### config.mk
export PLATFORM = sky130hd
export DESIGN_NAME = dma_irq_bank
export DESIGN_NICKNAME = d
export VERILOG_FILES = /design/src/rtl/dma_irq_pkg.sv /design/src/rtl/irq_flag_vec.sv /design/src/rtl/irq_enable_reg.sv /design/src/rtl/dma_irq_bank.sv
export SDC_FILE = /design/constraint.sdc
export NUM_CORES = 1
export LEC_CHECK = 0
export ABC_AREA = 1
export BUFFER_PORTS_ARGS = -buffer_cell sky130_fd_sc_hd__buf_4
export CAP_MARGIN = 40
export CORE_MARGIN = 2
export CORE_UTILIZATION = 50
export DETAILED_ROUTE_END_ITERATION = 10
export HOLD_SLACK_MARGIN = 0.02
export PLACE_DENSITY = 0.79
export SYNTH_ARGS = -nofsm -noshare
export SYNTH_HDL_FRONTEND = slang
export SYNTH_SLANG_ARGS = --single-unit
### constraint.sdc
create_clock -name clk -period 1.3 [get_ports clk]
set_input_delay 0.065 -clock clk [delete_from_list [all_inputs] [get_ports clk]]
set_output_delay 0.065 -clock clk [all_outputs]
set_load 0.01 [all_outputs]
### src/rtl/dma_irq_pkg.sv
package dma_irq_pkg;
  localparam int NCH_DEF = 22;
  localparam int DW_DEF  = 32;
  localparam int AW_DEF  = 3;

  // Register word addresses
  localparam int A_FLAG_A = 0;
  localparam int A_FLAG_B = 1;
  localparam int A_EN_RD  = 2;
  localparam int A_EN_SET = 3;
  localparam int A_EN_CLR = 4;

  localparam int NFLAG = 2;
endpackage

### src/rtl/irq_flag_vec.sv
module irq_flag_vec #(
  parameter int NCH      = 22,
  parameter int AW       = 3,
  parameter int CLR_ADDR = 0
) (
  input  logic           clk,
  input  logic           rst,
  input  logic [NCH-1:0] set_i,
  input  logic           wr_en,
  input  logic [AW-1:0]  addr,
  input  logic [NCH-1:0] wr_bits,
  output logic [NCH-1:0] flags_o
);
  logic [NCH-1:0] clr;

  always_comb begin
    clr = '0;
    if (wr_en && addr == AW'(CLR_ADDR)) clr = wr_bits;
  end

  // Set has priority over clear on the same bit
  always_ff @(posedge clk) begin
    if (rst) flags_o <= '0;
    else     flags_o <= (flags_o & ~clr) | set_i;
  end

  p_set_wins_r3: assert property (@(posedge clk) disable iff (rst)
    (set_i != '0) |=> ((flags_o & $past(set_i)) == $past(set_i)));

  p_clear_r4: assert property (@(posedge clk) disable iff (rst)
    (clr != '0) |=> ((flags_o & $past(clr & ~set_i)) == '0));

  p_hold_r9: assert property (@(posedge clk) disable iff (rst)
    (clr == '0 && set_i == '0) |=> $stable(flags_o));
endmodule

### src/rtl/irq_enable_reg.sv
module irq_enable_reg #(
  parameter int NCH      = 22,
  parameter int AW       = 3,
  parameter int SET_ADDR = 3,
  parameter int CLR_ADDR = 4
) (
  input  logic           clk,
  input  logic           rst,
  input  logic           wr_en,
  input  logic [AW-1:0]  addr,
  input  logic [NCH-1:0] wr_bits,
  output logic [NCH-1:0] en_o
);
  logic do_set, do_clr;

  assign do_set = wr_en && addr == AW'(SET_ADDR);
  assign do_clr = wr_en && addr == AW'(CLR_ADDR);

  always_ff @(posedge clk) begin
    if (rst)         en_o <= '0;
    else if (do_set) en_o <= en_o | wr_bits;
    else if (do_clr) en_o <= en_o & ~wr_bits;
  end

  p_en_set_r6: assert property (@(posedge clk) disable iff (rst)
    do_set |=> ((en_o & $past(wr_bits)) == $past(wr_bits)));

  p_en_clr_r6: assert property (@(posedge clk) disable iff (rst)
    do_clr |=> ((en_o & $past(wr_bits)) == '0));
endmodule

### src/rtl/dma_irq_bank.sv
module dma_irq_bank
  import dma_irq_pkg::*;
#(
  parameter int NCH = NCH_DEF,
  parameter int DW  = DW_DEF,
  parameter int AW  = AW_DEF
) (
  input  logic           clk,
  input  logic           rst,
  input  logic [NCH-1:0] exhaust,
  input  logic [NCH-1:0] cfg_a,
  input  logic [NCH-1:0] cfg_b,
  input  logic [AW-1:0]  addr,
  input  logic           wr_en,
  input  logic [DW-1:0]  wr_data,
  output logic [DW-1:0]  rd_data,
  output logic           irq
);
  localparam int PADW = DW - NCH;

  logic [NFLAG-1:0][NCH-1:0] flag;
  logic [NFLAG-1:0][NCH-1:0] set_ev;
  logic [NCH-1:0]            en;
  logic [NCH-1:0]            wbits;
  logic                      unused_hi;

  assign wbits     = wr_data[NCH-1:0];
  assign unused_hi = ^wr_data[DW-1:NCH];
  assign set_ev[0] = exhaust & cfg_a;
  assign set_ev[1] = exhaust & cfg_b;

  for (genvar g = 0; g < NFLAG; g++) begin : g_flag
    irq_flag_vec #(
      .NCH(NCH), .AW(AW), .CLR_ADDR(A_FLAG_A + g)
    ) u_vec (
      .clk(clk), .rst(rst), .set_i(set_ev[g]),
      .wr_en(wr_en), .addr(addr), .wr_bits(wbits),
      .flags_o(flag[g])
    );
  end

  irq_enable_reg #(
    .NCH(NCH), .AW(AW), .SET_ADDR(A_EN_SET), .CLR_ADDR(A_EN_CLR)
  ) u_en (
    .clk(clk), .rst(rst), .wr_en(wr_en), .addr(addr),
    .wr_bits(wbits), .en_o(en)
  );

  always_ff @(posedge clk) begin
    if (rst) irq <= 1'b0;
    else     irq <= |((flag[0] | flag[1]) & en);
  end

  always_ff @(posedge clk) begin
    if (rst) rd_data <= '0;
    else begin
      case (addr)
        AW'(A_FLAG_A): rd_data <= {{PADW{1'b0}}, flag[0]};
        AW'(A_FLAG_B): rd_data <= {{PADW{1'b0}}, flag[1]};
        AW'(A_EN_RD):  rd_data <= {{PADW{1'b0}}, en};
        default:       rd_data <= '0;
      endcase
    end
  end

  p_irq_follows_r7: assert property (@(posedge clk) disable iff (rst)
    irq == $past(((flag[0] | flag[1]) & en) != '0));

  p_unused_read_r8: assert property (@(posedge clk) disable iff (rst)
    (addr > AW'(A_EN_CLR)) |=> (rd_data == '0));
endmodule

==> run_results.csv <==
group,metric,value,unit
status,status,"completed",
grt,grt_start_max_net_pins,38,
die,die_h,92.1,um
timing,worst_pin_slew,590,ps
die,core-area,7610,sq um
timing,relSlewSlack,0.605,
pwr,peakVddDrop,667,uV
logic_synthesis,synth_warnings,0,
cts,cts_sinks,89,
routing,first_pass_iters,8,
flow_run,max_cap_violations,0,
grt,grt_pass1_wl,21.4,mm
worst_setup_path,reg2reg_slack,140,ps
worst_setup_path,crit_type,"in -> reg",
worst_setup_path,worstSetupEndpointType,"register",
die,die_area,8480,sq um
placement,gp_congestion,0.833,
placement,place_inst,750,
pwr,pwr-share-clk,0.345,
timing,fin_crit_sh,0.961,
grt,grt_pass1_vias,4886,
routing,drc_errors,0,
pwr,p_int,4.52,mW
layout,layout.nets,867,
worst_setup_path,cp_max_fo,2,
worst_setup_path,crit_path_start_kind,"primary input",
timing,worst_slack,51.0,ps
die,fp.dieW,92.1,um
die,ios,137,
timing,rsz0062_at_grt,"false",
worst_setup_path,crit_arrival,1540,ps
pwr,netSwitchingPower,1.47,mW
worst_setup_path,worst-r2r-cell-count,6,
layout,layout_commonest_cell,"nand2_1",
pwr,power.switching_fraction,0.246,
min_path,hold_depth,6,
grt,grt.total_usage,0.317,
routing,vias,4698,
layout,fill_cells,493,
cts,tritoncts,"done",
logic_synthesis,netlist_area,3880,sq um
layout,antenna_cells,0,
die,start_util,0.510,
worst_setup_path,rr_endpoint,"irq",
pwr,power.leakage,2.79,nW
pwr,pwr-share-seq,0.490,
timing,min_period,1250,ps
cts,cts-root-buf,"clkbuf_8",
logic_synthesis,synth_cell_types,21,
logic_synthesis,synth-seq-cells,89,
routing,drt_iter0_drc,316,
die,row_count,32,
placement,post-dp-hpwl,7.48,mm
layout,layout_common_cells,"140 x nand2_1, 135 x buf_4, 104 x dlygate4sd3_1",
layout,area_delta_synth_final,56.8,%
timing,finalClockSkew,10.5,ps
worst_setup_path,critPathLaunch,"exhaust[6]",
timing,fmax,0.801,GHz
layout,stdcell_count,869,
min_path,hold_class,"in -> reg",
worst_setup_path,r2r-start,"g_flag[1].u_vec.flags_o[5]",
routing,viasPerCell,5.41,
cts,clock_path_buffers,2,
layout,drive_gt1_frac,0.203,
pwr,power.density,985,nW/um^2
cts,cts_inserted_buffers,9,
timing,hold_viol_final,0,
placement,place_ws,-54.2,ps
logic_synthesis,syn_area_per_cell,7.15,sq um
worst_setup_path,endpoint,"g_flag[0].u_vec.flags_o[6]",
grt,grt_overflow_total,0,
logic_synthesis,netlist_instances,542,
cts,clk_pin_slew,90,ps
timing,setup_viol,0,
routing,drt_wl_total,13.2,mm
routing,ant_nets,0,
grt,grt_antenna_before_repair,0,
pwr,combPwrFrac,0.165,
cts,insertion_delay,360,ps
placement,io_buffer_count,116,
cts,post_cts_buffers,0,
logic_synthesis,seq_area_frac_synth,0.460,
cts,cts_max_level,3,
worst_setup_path,worstPathRequired,1590,ps
routing,wl_per_cell,15.2,um
timing,report.final.slew_viol_count,0,
==> kinds of logic (layout without fill, tap and decap cells) <==
| group | Yosys count | in the layout | synth area share |
|---|---|---|---|
| buffers and inverters | 92 | 308 | 0.112 |
| other | 1 | 10 | 0.000967 |
| flip-flops | 89 | 89 | 0.460 |
| AO/OA/AOI/OAI | 150 | 150 | 0.194 |
| AND/OR/NAND/NOR | 210 | 210 | 0.234 |
==> how the worst min path moves through the flow <==
stage                     slack, ps                          to        from
after floorplan                 210  g_flag[0].u_vec.flags_o[0]  exhaust[0]
after global placement          320  g_flag[1].u_vec.flags_o[9]    cfg_b[9]
after detailed placement        330  g_flag[1].u_vec.flags_o[5]    cfg_b[5]
after CTS                       130                 rd_data[13]     addr[2]
after global routing            170                 rd_data[14]     addr[0]
final                           130                 rd_data[13]     addr[0]
==> routing by layer <==
layer | part of all wire | GRT usage
met1 | 0.37 | 0.355
met3 | 0.084 | 0.0501
met4 | 0.034 | 0.178
met2 | 0.51 | 0.571
met5 | 0 | 0
==> power by group through the flow <==
stage	clock (mW)	sequential, mW	combinational [mW]
6_report	2.07	2.93	0.990
3_5_place_dp	0	2.99	0.704
5_1_grt	2.19	2.95	1.06
3_3_place_gp	0	2.99	0.679
4_1_cts	2.07	2.93	0.948
2_1_floorplan	0	2.98	0.349
==> worst max-delay path, stage by stage <==
cell and delay [ps]:
dlygate4sd3_1 550, buf_4 120, nand2_1 40, dlygate4sd3_1 570, a21oi_1 190
==> final cells by class <==
class	count	area [sq um]	share of cell area
clock inverters	3	65.1	0.0107
repair buffers	240	2070	0.340
well taps	102	128	0.0210
flip-flops and latches	89	1780	0.293
multi-input cells	370	1700	0.279
clock buffers	12	145	0.0239
inverters	53	199	0.0327
==> cell usage after synthesis (all sizes together) <==
| cell | number | area share |
|---|---|---|
| nor3 | 1 | 0.0042 |
| a21oi | 67 | 0.086 |
| o21a | 1 | 0.0019 |
| clkbuf | 10 | 0.0097 |
| o21ai | 82 | 0.11 |
| nand4 | 25 | 0.040 |
| conb | 1 | 0.00097 |
| inv | 53 | 0.051 |
| buf | 29 | 0.051 |
| nand2 | 141 | 0.14 |
| nor2 | 19 | 0.021 |
| nand3 | 24 | 0.031 |
| dfxtp | 89 | 0.46 |
==> per-stage QoR <==
step | power (mW) | hold WS (ps) | setup TNS (ps) | util | instance area, sq um
floorplan | 3.33 | 205 | 0 | - | 3910
global placement | 3.66 | 324 | -608 | 0.633 | 4820
detailed placement | 3.70 | 327 | -238 | 0.635 | 4830
CTS | 5.94 | 132 | 0 | 0.799 | 6080
global route | 6.20 | 172 | 0 | 0.799 | 6080
finish | 5.99 | 135 | 0 | 0.799 | 6080
==> repair_timing <==
action / 4_1_cts / 5_1_grt
hold endpoints to repair: 66 / 0
hold buffers: 104 / 0
gates resized for setup: 0 / 0
Note: power is estimated with default switching activity, not from simulation.
